$ cat src/rtl/evt_pkg.sv
package evt_pkg;
  localparam int DATA_W = 32;
  localparam int CH_MIN = 3;
  localparam int CH_MAX = 32;
  localparam int CH_BASE = 'h100;
  localparam int CH_WIN_LG = 5;
  localparam int CH_RO_OFS = 'h04;
  localparam int OFS_CAP_LO = 'h000;
  localparam int OFS_CAP_HI = 'h004;
  localparam int OFS_CFG_LO = 'h010;
  localparam int OFS_CFG_HI = 'h014;
  localparam int OFS_STS    = 'h020;
  localparam int OFS_CNT_LO = 'h0F0;
  localparam int OFS_CNT_HI = 'h0F4;
  localparam int CFG_EN_BIT  = 0;
  localparam int CFG_LEG_BIT = 1;
  localparam logic [15:0] VENDOR_WORD = 16'h8086;
  localparam logic [7:0]  REV_WORD    = 8'h01;

  typedef enum logic [3:0] {
    K_NONE, K_CAP_LO, K_CAP_HI, K_CFG_LO, K_CFG_HI,
    K_STS, K_CNT_LO, K_CNT_HI, K_CHAN
  } reg_kind_e;

  function automatic int clamp_ch(input int n);
    if (n < CH_MIN) return CH_MIN;
    if (n > CH_MAX) return CH_MAX;
    return n;
  endfunction
endpackage

$ cat src/rtl/evt_decode.sv
module evt_decode
  import evt_pkg::*;
#(
  parameter int ADDR_W = 12,
  parameter int NCH = 3,
  localparam int IDX_W = $clog2(NCH)
) (
  input  logic [ADDR_W-1:0] addr,
  output reg_kind_e         kind,
  output logic [IDX_W-1:0]  idx
);
  localparam logic [ADDR_W:0] WIN_LO = (ADDR_W+1)'(CH_BASE);
  localparam logic [ADDR_W:0] WIN_HI = (ADDR_W+1)'(CH_BASE + NCH * (1 << CH_WIN_LG));

  logic in_win;

  assign in_win = ({1'b0, addr} >= WIN_LO) && ({1'b0, addr} < WIN_HI);
  assign idx = IDX_W'((addr - ADDR_W'(CH_BASE)) >> CH_WIN_LG);

  always_comb begin
    kind = K_NONE;
    if (addr[1:0] == 2'b00) begin
      if (in_win) begin
        kind = K_CHAN;
      end else begin
        case (addr)
          ADDR_W'(OFS_CAP_LO): kind = K_CAP_LO;
          ADDR_W'(OFS_CAP_HI): kind = K_CAP_HI;
          ADDR_W'(OFS_CFG_LO): kind = K_CFG_LO;
          ADDR_W'(OFS_CFG_HI): kind = K_CFG_HI;
          ADDR_W'(OFS_STS):    kind = K_STS;
          ADDR_W'(OFS_CNT_LO): kind = K_CNT_LO;
          ADDR_W'(OFS_CNT_HI): kind = K_CNT_HI;
          default:             kind = K_NONE;
        endcase
      end
    end
  end
endmodule

$ cat src/rtl/evt_counter.sv
module evt_counter #(
  parameter int HALF_W = 32,
  localparam int CNT_W = 2 * HALF_W
) (
  input  logic              clk,
  input  logic              rst_n,
  input  logic              run,
  input  logic              tick,
  input  logic              ld_lo,
  input  logic              ld_hi,
  input  logic [HALF_W-1:0] ld_data,
  output logic [CNT_W-1:0]  count
);
  always_ff @(posedge clk) begin
    if (!rst_n) begin
      count <= '0;
    end else if (run) begin
      if (tick) count <= count + CNT_W'(1);
    end else begin
      if (ld_lo) count[HALF_W-1:0] <= ld_data;
      if (ld_hi) count[CNT_W-1:HALF_W] <= ld_data;
    end
  end


  cnt_step_chk: assert property (@(posedge clk) disable iff (!rst_n)
    (run && tick) |=> (count == $past(count) + CNT_W'(1)));

  cnt_hold_chk: assert property (@(posedge clk) disable iff (!rst_n)
    ((run && !tick) || (!run && !ld_lo && !ld_hi)) |=> $stable(count));

  cnt_load_chk: assert property (@(posedge clk) disable iff (!rst_n)
    (!run && ld_lo) |=> (count[HALF_W-1:0] == $past(ld_data)));
endmodule

$ cat src/rtl/evt_ctrl.sv
module evt_ctrl #(
  parameter int NCH = 3
) (
  input  logic           clk,
  input  logic           rst_n,
  input  logic           cfg_wr,
  input  logic [1:0]     cfg_bits,
  input  logic           sts_wr,
  input  logic [NCH-1:0] sts_bits,
  input  logic [NCH-1:0] status_set,
  output logic           en,
  output logic           leg,
  output logic           arm,
  output logic           disarm,
  output logic [NCH-1:0] status,
  output logic [NCH-1:0] irq_clear
);
  logic           en_nxt;
  logic [NCH-1:0] clr_mask;

  assign en_nxt   = cfg_wr ? cfg_bits[evt_pkg::CFG_EN_BIT] : en;
  assign clr_mask = sts_wr ? (sts_bits & status & ~status_set) : '0;

  always_ff @(posedge clk) begin
    if (!rst_n) begin
      en        <= 1'b0;
      leg       <= 1'b0;
      arm       <= 1'b0;
      disarm    <= 1'b0;
      status    <= '0;
      irq_clear <= '0;
    end else begin
      en        <= en_nxt;
      if (cfg_wr) leg <= cfg_bits[evt_pkg::CFG_LEG_BIT];
      arm       <= en_nxt & ~en;
      disarm    <= ~en_nxt & en;
      status    <= (status & ~clr_mask) | status_set;
      irq_clear <= clr_mask;
    end
  end


  arm_edge_chk: assert property (@(posedge clk) disable iff (!rst_n)
    arm |-> (en && !$past(en)));

  disarm_edge_chk: assert property (@(posedge clk) disable iff (!rst_n)
    disarm |-> (!en && $past(en)));

  clear_done_chk: assert property (@(posedge clk) disable iff (!rst_n)
    sts_wr |=> ((irq_clear & status) == '0));

  set_source_chk: assert property (@(posedge clk) disable iff (!rst_n)
    1'b1 |=> ((status & ~$past(status) & ~$past(status_set)) == '0));
endmodule

$ cat src/rtl/evt_regif.sv
module evt_regif
  import evt_pkg::*;
#(
  parameter int ADDR_W = 12,
  parameter int NUM_CH = 3,
  parameter logic [31:0] TICK_FS = 32'd10_000_000,
  localparam int NCH = evt_pkg::clamp_ch(NUM_CH)
) (
  input  logic                  clk,
  input  logic                  rst_n,
  input  logic                  tick,
  input  logic                  req_valid,
  output logic                  req_ready,
  input  logic                  req_write,
  input  logic [ADDR_W-1:0]     req_addr,
  input  logic [DATA_W-1:0]     req_wdata,
  output logic                  rsp_valid,
  input  logic                  rsp_ready,
  output logic [DATA_W-1:0]     rsp_data,
  output logic [2*DATA_W-1:0]   count_o,
  output logic                  glb_en,
  output logic                  legacy_route,
  output logic                  arm_pulse,
  output logic                  disarm_pulse,
  input  logic [NCH-1:0]        status_set,
  output logic [NCH-1:0]        irq_clear,
  output logic [NCH-1:0]        ch_sel,
  output logic                  ch_wr,
  output logic [4:0]            ch_offset,
  output logic [DATA_W-1:0]     ch_wdata,
  input  logic [NCH*DATA_W-1:0] ch_rdata
);
  localparam int IDX_W = $clog2(NCH);
  localparam logic [DATA_W-1:0] CAP_LO =
    {VENDOR_WORD, 1'b1, 1'b0, 1'b1, 5'(NCH - 1), REV_WORD};

  reg_kind_e          kind;
  logic [IDX_W-1:0]   idx;
  logic               acc, wr;
  logic [NCH-1:0]     status;
  logic [DATA_W-1:0]  chan_word, rd_word;

  assign req_ready = ~rsp_valid;
  assign acc = req_valid & req_ready;
  assign wr  = acc & req_write;

  evt_decode #(.ADDR_W(ADDR_W), .NCH(NCH)) u_dec (
    .addr(req_addr), .kind(kind), .idx(idx));

  evt_counter #(.HALF_W(DATA_W)) u_cnt (
    .clk(clk), .rst_n(rst_n), .run(glb_en), .tick(tick),
    .ld_lo(wr && kind == K_CNT_LO), .ld_hi(wr && kind == K_CNT_HI),
    .ld_data(req_wdata), .count(count_o));

  evt_ctrl #(.NCH(NCH)) u_ctl (
    .clk(clk), .rst_n(rst_n),
    .cfg_wr(wr && kind == K_CFG_LO), .cfg_bits(req_wdata[1:0]),
    .sts_wr(wr && kind == K_STS), .sts_bits(req_wdata[NCH-1:0]),
    .status_set(status_set), .en(glb_en), .leg(legacy_route),
    .arm(arm_pulse), .disarm(disarm_pulse),
    .status(status), .irq_clear(irq_clear));

  for (genvar i = 0; i < NCH; i++) begin : g_sel
    assign ch_sel[i] = acc && (kind == K_CHAN) && (idx == IDX_W'(i));
  end

  assign ch_wr     = wr && (kind == K_CHAN) && (req_addr[4:0] != 5'(CH_RO_OFS));
  assign ch_offset = req_addr[4:0];
  assign ch_wdata  = req_wdata;

  always_comb begin
    chan_word = '0;
    for (int i = 0; i < NCH; i++) begin
      if (idx == IDX_W'(i)) chan_word = ch_rdata[i*DATA_W +: DATA_W];
    end
  end

  always_comb begin
    case (kind)
      K_CAP_LO: rd_word = CAP_LO;
      K_CAP_HI: rd_word = TICK_FS;
      K_CFG_LO: rd_word = {30'd0, legacy_route, glb_en};
      K_STS:    rd_word = DATA_W'(status);
      K_CNT_LO: rd_word = count_o[DATA_W-1:0];
      K_CNT_HI: rd_word = count_o[2*DATA_W-1:DATA_W];
      K_CHAN:   rd_word = chan_word;
      default:  rd_word = '0;
    endcase
  end

  always_ff @(posedge clk) begin
    if (!rst_n) begin
      rsp_valid <= 1'b0;
      rsp_data  <= '0;
    end else if (acc && !req_write) begin
      rsp_valid <= 1'b1;
      rsp_data  <= rd_word;
    end else if (rsp_valid && rsp_ready) begin
      rsp_valid <= 1'b0;
    end
  end


  sel_onehot_chk: assert property (@(posedge clk) disable iff (!rst_n)
    ch_wr |-> $onehot(ch_sel));

  ro_offset_chk: assert property (@(posedge clk) disable iff (!rst_n)
    ch_wr |-> (ch_offset != 5'(CH_RO_OFS)));

  rsp_hold_chk: assert property (@(posedge clk) disable iff (!rst_n)
    (rsp_valid && !rsp_ready) |=> (rsp_valid && $stable(rsp_data)));
endmodule

$ cat config.mk
export PLATFORM = sky130hd
export DESIGN_NAME = evt_regif
export DESIGN_NICKNAME = d
export VERILOG_FILES = /design/src/rtl/evt_pkg.sv /design/src/rtl/evt_decode.sv /design/src/rtl/evt_counter.sv /design/src/rtl/evt_ctrl.sv /design/src/rtl/evt_regif.sv
export SDC_FILE = /design/constraint.sdc
export NUM_CORES = 1
export LEC_CHECK = 0
export ABC_AREA = 1
export BUFFER_PORTS_ARGS = -buffer_cell sky130_fd_sc_hd__buf_4
export CAP_MARGIN = 20
export CORE_MARGIN = 3
export CORE_UTILIZATION = 51
export DETAILED_ROUTE_END_ITERATION = 10
export GPL_TIMING_DRIVEN = 0
export PLACE_DENSITY = 0.84
export SKIP_CTS_REPAIR_TIMING = 1
export SLEW_MARGIN = 20
export SYNTH_ARGS = -nofsm -noshare
export SYNTH_HDL_FRONTEND = slang
export SYNTH_SLANG_ARGS = --single-unit
$ cat constraint.sdc
create_clock -name clk -period 3.5 [get_ports clk]
set_clock_uncertainty 0.2 [all_clocks]
set_input_delay 1.05 -clock clk [delete_from_list [all_inputs] [get_ports clk]]
set_output_delay 1.05 -clock clk [all_outputs]
set_load 0.03 [all_outputs]
Word level (Yosys, flattened, before mapping)
Cells that the tools add are included.
Operators by class
  $add $sub $neg: 2
  order comparisons: 2
  equal/unequal tests: 17
  muxes and demuxes: 15
  bitwise logic cells: 13
  reductions and logical operators: 22
Operator list (number)
  case mux 32 bit (7 select lines): 1
  2-to-1 mux 32 bit: 5
  2-to-1 mux 64 bit: 2
  adder 64 x 1 -> 64 bit, second input constant: 1
  == test 12 x 5 -> 1 bit, second input constant: 2
  == test 12 x 8 -> 1 bit, second input constant: 2
  case mux 3 bit (7 select lines): 1
  logical AND 1 bit: 13
  == test 12 x 3 -> 1 bit, second input constant: 1
  == test 12 x 6 -> 1 bit, second input constant: 1
  == test 4 x 3 -> 1 bit, second input constant: 3
  greater-or-equal comparator 12 x 9 -> 1 bit, second input constant: 1
  logical NOT 12 bit: 1
  less-than comparator 12 x 9 -> 1 bit, second input constant: 1
  AND 3 bit: 3
  == test 4 x 2 -> 1 bit, second input constant: 2
  2-to-1 mux 4 bit: 2
  subtractor 7 x 1 -> 7 bit, second input constant: 1
  inverter 3 bit: 2
  nonzero test 2 bit: 3
  inequality test 5 x 3 -> 1 bit, second input constant: 1
  AND 1 bit: 4
  == test 4 x 1 -> 1 bit, second input constant: 1
  == test 4 bit, second input constant: 1
  10 further kinds: 16
Storage, ports and cells
  bits in registers: 107
  bits of input ports: 149
  logic and storage cells: 81

Logic depth before layout (Yosys ltp)
Gate-level depths: netlist of the first run.
  depth in word-level cells: 10
  mapped depth: 13

Hierarchy
From an unflattened synthesis of the first run, not the netlist that was laid out.
Unflattened totals
  cells, all modules: 1428
  area total of the unflattened synthesis: 8326.7 um^2
Modules (own cells, without submodules)
  evt_counter: times used 1, cells each 810, area each 4770.8 um^2
  evt_regif: times used 1, cells each 525, area each 2935.3 um^2
  evt_ctrl: times used 1, cells each 45, area each 362.8 um^2
  evt_decode: times used 1, cells each 48, area each 257.7 um^2

Worst setup path before layout of the first run
Ideal clock, no wire load.
  kind: input to output
  from: input req_addr[1]
  to: output ch_wr
  arrival time: 2.661 ns
  data required time: 2.250 ns
  path slack: -0.411 ns
  stages: 6
  path buffers: 1
  cells stage by stage: nor2_1 -> inv_1 -> nor3_2 -> buf_2 -> nand3_1 -> a211oi_1
Between the ends
  word-level cells in the longest chain between the ends: 7
  elaborated cells on any way between the ends: 18
RTL lines
  start: declaration: RTL line evt_regif.sv:15  | input logic [ADDR_W-1:0] req_addr,
  greater-or-equal comparator 12 x 9 -> 1 bit (tied with other cells): RTL line evt_decode.sv:17  | assign in_win = ({1'b0, addr} >= WIN_LO) && ({1'b0, addr} < WIN_HI);
  logical AND 1 bit or case mux 3 bit (7 select lines) (tied branches): RTL line evt_decode.sv:17, evt_decode.sv:26
  2-to-1 mux 4 bit: RTL line evt_decode.sv:23  | if (in_win) begin
  2-to-1 mux 4 bit: RTL line evt_decode.sv:22  | if (addr[1:0] == 2'b00) begin
  == test 4 bit: RTL line evt_regif.sv:67  | assign ch_wr = wr && (kind == K_CHAN) && (req_addr[4:0] != 5'(CH_RO_OFS));
  logical AND 1 bit: RTL line evt_regif.sv:67
  logical AND 1 bit (*): RTL line evt_regif.sv:67
  end: declaration: RTL line evt_regif.sv:28  | output logic ch_wr,
Every way passes the cells marked *; elsewhere a longest branch is shown, timed or not.

Worst setup path in the final report of the first run
  from: input req_addr[0]
  to: output ch_wr
The elaborated chain is that of the path after synthesis.

==> results.yml, run 1 <==
yosys:
  yosysWarnings: 0
  netlist_area_um2: 7879
  synth-edff-count: 0
  synth.distinct_cells: 31
  ys_seq_elements: 107
  synth.top_cell.area_share: 0.2719
  syn_avg_cell_area_um2: 5.685
  synth.area.top_cells: "dfxtp_1, nand2_1, nor2_1"
  async_flop_share: 0
  synth_fp_nets: 1536
  ys_seq_area_frac: 0.2719
  synth_top_area_cell: "dfxtp_1"
  syn-instance-count: 1386
  synth-main-ff-cell: "dfxtp_1"
sta:
  period_minus_slack_ns: 3.599
  setup_slack_ns: -0.09866
  relSlewSlack: 0.3925
  whs_ns: 0.2723
  rsz0062_at_grt: "true"
  worstMarginPinSlew_ns: 0.9113
  finalHoldViolCount: 0
  slew_violations: 0
  max_clock_freq_ghz: 0.2779
  finalCritPeriodShare: 1.028
  setup_viol: 4
clock_tree:
  cts_tree: "done"
  cts_buffer_depth: 2
  cts_root_buf: "clkbuf_16"
  cts.clk_slew.worst_paths_ns: 0.08
  cts-buffers-inserted: 9
  clock_sinks: 107
  clock_latency_ns: 0.37
  htree_levels: 3
detailed_routing:
  wl_met3_um: 5885
  routed-via-count: 11150
  vias_per_cell: 5.920
  wl_met2_um: 17420
  met1_length_um: 13270
  highest_layer: "met4"
  wl_per_cell_um: 20.80
  antenna_left: 0
  first_pass_iters: 7
  drc: 0
  routed_wl_um: 39190
  drt_iter0_drc: 1772
die:
  die_h_um: 130.3
  start_util: 0.5320
  die_w_um: 130.3
  die_area_um2: 16980
  core_um2: 14810
  num_rows: 44
  pin_count: 295
placed_design:
  dp_hpwl_um: 30370
  globalplace.congestion: 1.063
  io_buffers: 294
  dpl-instance-area_um2: 10360
finish:
  layout.area.seq_um2: 2142
  antennaDiodeCount: 0
  finalInstanceArea_um2: 10730
  finalNetCount: 1845
  multiInputGateArea_um2: 4893
  fill_cells: 1276
  syn2layout_area_growth_pct: 36.24
  layout-drive-gt1-share: 0.2276
setup_path:
  critPathKind: "primary input to output port"
  endpoint_kind: "output port"
  crit_top_cell: "buf_6"
  reg2reg_depth: 11
  reg2reg_slack_ns: 0.86
  r2r_start: "u_cnt.count[0]$_SDFFE_PN0P_"
  arrival_ns: 2.35
  startpoint_type: "primary input"
  crit_chain: "buf_4, nor2_4, inv_2, nor3_4, buf_6, nand3_4, a211oi_4, buf_6"
  worstPathMaxFanout: 7
  r2r-end: "u_cnt.count[58]$_SDFFE_PN0P_"
  critical-path-slowest-cell: "nor3_4"
  critPathMaxStageDelay_ns: 0.33
  required_ns: 2.25
status:
  outcome: "complete, but fails checks"
  violations: "negative setup slack"
hold_path:
  whs_endpoint: "rsp_data[11]$_SDFFE_PN0P_"
  hold_class: "register to register"
  worstHoldStart: "rsp_data[11]$_SDFFE_PN0P_"
  hold_depth: 2
pwr:
  report.power.total_uw: 2710
  p_per_area_nw_per_um2: 252.4
  ir_drop_uv: 215.1
  p_leak_uw: 0.004844
global_route:
  grt_pass1_vias: 10090
  grt_util_all_layers: 0.4339
  grt_pass1_wl_um: 55520
  grt_antenna_before_repair: 0
  overflow: 0
  grt_max_degree: 20
job:
  cap_violations: 0
-- cells in the final DEF (no fill, tap or decap), drive strengths merged, types with 10 or more instances in the layout --
cell type  instances
a21oi             87
nor3              10
nor2             160
buf              350
nand2            529
xnor2             20
xor2              15
nand3            101
nand4             30
o211ai            16
inv              111
dfxtp            107
clkbuf            52
o21ai             89
-- kinds of logic (layout without fill, tap and decap cells) --
group / count (synthesis) / count (layout) / share of synthesized area
buffers and inverters: 202 / 516 / 0.1162
AOI/OAI and AO/OA: 205 / 205 / 0.1380
xor gates and xnor gates: 35 / 35 / 0.03891
and+or+nand+nor: 836 / 836 / 0.4334
adders and majority gates: 1 / 1 / 0.001588
DFF: 107 / 107 / 0.2719
-- metrics by stage --
stage / TNS (ns) / std cells / utilization / setup WS, ns
2_1_floorplan: 0 / 1386 / - / 0.02104
3_3_place_gp: -0.8165 / 1864 / 0.6997 / -0.2979
3_5_place_dp: -0.9417 / 1864 / 0.6997 / -0.3253
4_1_cts: -0.9471 / 1880 / 0.7188 / -0.3262
5_1_grt: -0.3611 / 1884 / 0.7248 / -0.1538
6_report: -0.1927 / 1884 / 0.7248 / -0.09866
-- sequential cells by signal, summed over array words and instances, names as in the netlist --
name / flops
u_ctl.leg: 1
rsp_data: 32
u_ctl.arm: 1
u_ctl.irq_clear: 3
rsp_valid: 1
u_ctl.en: 1
u_ctl.disarm: 1
u_ctl.status: 3
u_cnt.count: 64
-- how the worst max path moves through the flow --
stage                       end  slack (ns)  cells past startpoint         start
after global placement    ch_wr       -0.30                      8  req_addr[11]
after global routing      ch_wr       -0.15                      8   req_addr[0]
after detailed placement  ch_wr       -0.33                      8  req_addr[11]
after CTS                 ch_wr       -0.33                      8  req_addr[11]
after floorplan           ch_wr        0.02                      6  req_addr[11]
final                     ch_wr        -0.1                      8   req_addr[0]
-- layer usage --
layer | vias to the layer above | global-route usage
li1 | 5030 | -
met1 | 4932 | 0.5079
met2 | 982 | 0.7073
met3 | 210 | 0.1220
met4 | 0 | 0.2531
met5 | - | 0.01471
-- critical path: cells and delay by family --
kind            cells  cell delay [ns]
buf+inv             4             0.54
compound gates      1             0.18
simple gates        3             0.57
-- cell type report --
type,count,share of cell area
Timing Repair Buffer,298,0.2109
Clock inverter,7,0.005362
Buffer,95,0.04849
Tap cell,184,0.02145
Multi-Input combinational cell,1077,0.4559
Sequential cell,107,0.1996
Clock buffer,9,0.02098
Inverter,107,0.03742
-- where the power goes --
part	leakage [uW]	internal [uW]	switching, uW
Clock	0.000135	497	552
Sequential	0.000862	1220	2.93
Combinational	0.00385	202	236
Total	0.00484	1920	792
-- synth_stat cells, types with 12 or more instances --
| cell | instances |
|---|---|
| o21ai_0 | 82 |
| dfxtp_1 | 107 |
| inv_1 | 103 |
| buf_4 | 38 |
| o211ai_1 | 16 |
| nand3_1 | 101 |
| nand4_1 | 29 |
| xnor2_1 | 20 |
| nor2_1 | 154 |
| xor2_1 | 15 |
| clkbuf_1 | 43 |
| a21oi_1 | 87 |
| nand2_1 | 529 |
| buf_2 | 12 |
Power figures use the tool's default switching activity.
==> run 2, diff against run 1 <==
--- a/config.mk
+++ b/config.mk
@@ -8,6 +8,7 @@
 export ABC_AREA = 1
 export BUFFER_PORTS_ARGS = -buffer_cell sky130_fd_sc_hd__buf_4
 export CAP_MARGIN = 20
+export CORE_ASPECT_RATIO = 1.75
 export CORE_MARGIN = 3
 export CORE_UTILIZATION = 51
 export DETAILED_ROUTE_END_ITERATION = 10
==> run 2 against run 1 <==
  * The run still ends with negative setup slack left
  * Non-clock buffer count up 3
  * Worst hold slack worse by 0.0044 ns
  * Routed wire length up 1.3%
  * Register-to-register slack better by 0.03 ns
  * Final cell count up 0.11%
  * Via count down 0.23%
  * Global-route usage up 0.67 points
  * Cell area up 0.57%
  * Sequential share of layout area down 0.11 points
  * Flip-flop and latch count unchanged
  * Largest power group unchanged
==> results.yml, run 2 (synthesis results as in run 1) <==
status:
  outcome: "complete, but fails checks"
  violations: "negative setup slack"
sta:
  max_clock_freq_ghz: 0.2743
  worstMarginPinSlew_ns: 0.8698
  rsz0062_at_grt: "true"
  setup_slack_ns: -0.1459
  finalCritPeriodShare: 1.042
  finalHoldViolCount: 0
  relSlewSlack: 0.4201
  setup_viol: 4
  setup_tns_ns: -0.4105
  slew_violations: 0
  period_minus_slack_ns: 3.646
clock_tree:
  cts.clk_slew.worst_paths_ns: 0.07
  cts_buffer_depth: 2
  cts-buffers-inserted: 9
  cts_root_buf: "clkbuf_16"
  clock_sinks: 107
  cts_tree: "done"
  htree_levels: 3
  clock_latency_ns: 0.36
die:
  die_area_um2: 17030
  start_util: 0.5258
  die_w_um: 99.96
  num_rows: 59
  pin_count: 295
  die_h_um: 170.4
  core_um2: 14990
setup_path:
  r2r_start: "u_cnt.count[31]$_SDFFE_PN0P_"
  endpoint_kind: "output port"
  critPathLaunch: "req_addr[0]"
  critPathMaxStageDelay_ns: 0.36
  critPathKind: "primary input to output port"
  path_delay_family: "simple AND/OR/NAND/NOR gates"
  critical-path-slowest-cell: "nor3_4"
  required_ns: 2.25
  startpoint_type: "primary input"
  worstPathMaxFanout: 6
  crit_top_cell: "buf_6"
  r2r-end: "u_cnt.count[57]$_SDFFE_PN0P_"
  crit_chain: "buf_8, nor2_4, inv_2, nor3_4, buf_6, nand3_4, a211oi_4, buf_6"
  reg2reg_slack_ns: 0.89
  critical_path_buf_inv_count: 4
  arrival_ns: 2.40
  reg2reg_depth: 9
detailed_routing:
  wl_per_cell_um: 21.06
  antenna_left: 0
  vias_per_cell: 5.900
  drc: 0
  routed_wl_um: 39720
  first_pass_iters: 8
  drt_iter0_drc: 1323
  routed-via-count: 11130
global_route:
  grt_pass1_wl_um: 56650
  grt_util_all_layers: 0.4406
  grt_max_degree: 19
  grt_pass1_vias: 10480
  overflow: 0
  grt_antenna_before_repair: 0
finish:
  final_common_cell: "nand2_1"
  top_register: "u_cnt.count"
  layout-drive-gt1-share: 0.2290
  fill_cells: 1301
  largest_reg_flops: 64
  antennaDiodeCount: 0
  finalNetCount: 1848
  largestRegisters: "u_cnt.count x64, rsp_data x32"
  syn2layout_area_growth_pct: 37.02
  final_cell_count_no_fill: 1886
  mostFrequentLayoutCells: "nand2_1, buf_4, nor2_1"
hold_path:
  whs_endpoint: "rsp_data[8]$_SDFFE_PN0P_"
  hold_depth: 2
  worstHoldStart: "rsp_data[8]$_SDFFE_PN0P_"
  hold_class: "register to register"
pwr:
  p_leak_uw: 0.004881
  p_per_area_nw_per_um2: 261.5
  ir_drop_uv: 224.4
placed_design:
  io_buffers: 294
  placedCellCount: 1863
  dp_hpwl_um: 31240
  globalplace.congestion: 1.099
job:
  cap_violations: 0
## run 2: where the power goes
part / leakage [uW] / total (uW) / internal [uW] / switching [uW]
clock network: 0.000155 / 1160 / 638 / 523
registers: 0.000862 / 1220 / 1220 / 2.83
logic: 0.00386 / 439 / 202 / 237
## run 2: area by class of cell
class	instances	area [um2]	area share
Buffer	95	520.5	0.04821
Clock buffer	10	229.0	0.02121
Clock inverter	6	96.34	0.008924
Inverter	107	401.6	0.03720
Multi-Input combinational cell	1077	4891	0.4531
Sequential cell	107	2142	0.1984
Tap cell	183	229.0	0.02121
Timing Repair Buffer	301	2286	0.2118
## run 2: worst max path at each step
| stage | end | slack, ns | cells after the start |
|---|---|---|---|
| 6_report | ch_wr | -0.15 | 8 |
| 5_1_grt | ch_wr | -0.17 | 8 |
| 4_1_cts | ch_wr | -0.36 | 8 |
| 3_5_place_dp | ch_wr | -0.36 | 8 |
| 3_3_place_gp | ch_wr | -0.34 | 8 |
| 2_1_floorplan | ch_wr | 0.02 | 6 |
## run 2: through the flow
step,area (um2),power (uW),setup WS [ns],hold WS [ns],utilization
after CTS,10690,2790,-0.3584,0.2673,0.7131
final,10800,2823,-0.1459,0.2679,0.7204
after floorplan,7925,1438,0.02104,0.2550,-
after global placement,10360,1665,-0.3398,0.2517,0.6914
after detailed placement,10360,1672,-0.3587,0.2560,0.6914
after global routing,10800,2875,-0.1748,0.2940,0.7204
## run 2: routing by layer
layer | up-vias | global-route usage | wire length [um] | part of all wire
met4 | 0 | 0.3353 | 3663 | 0.092
met5 | - | 0 | 0 | 0
met3 | 268 | 0.07957 | 4315 | 0.11
met1 | 4937 | 0.4503 | 12290 | 0.31
li1 | 5038 | - | - | -
met2 | 885 | 0.7802 | 19460 | 0.49
## run 2: worst reg2reg max path, delay by kind of cell (launching register included)
family / cells / cell delay (ns)
simple gates: 7 / 1.35
flops: 1 / 0.69
xor+xnor: 1 / 0.16
compound gates: 1 / 0.15
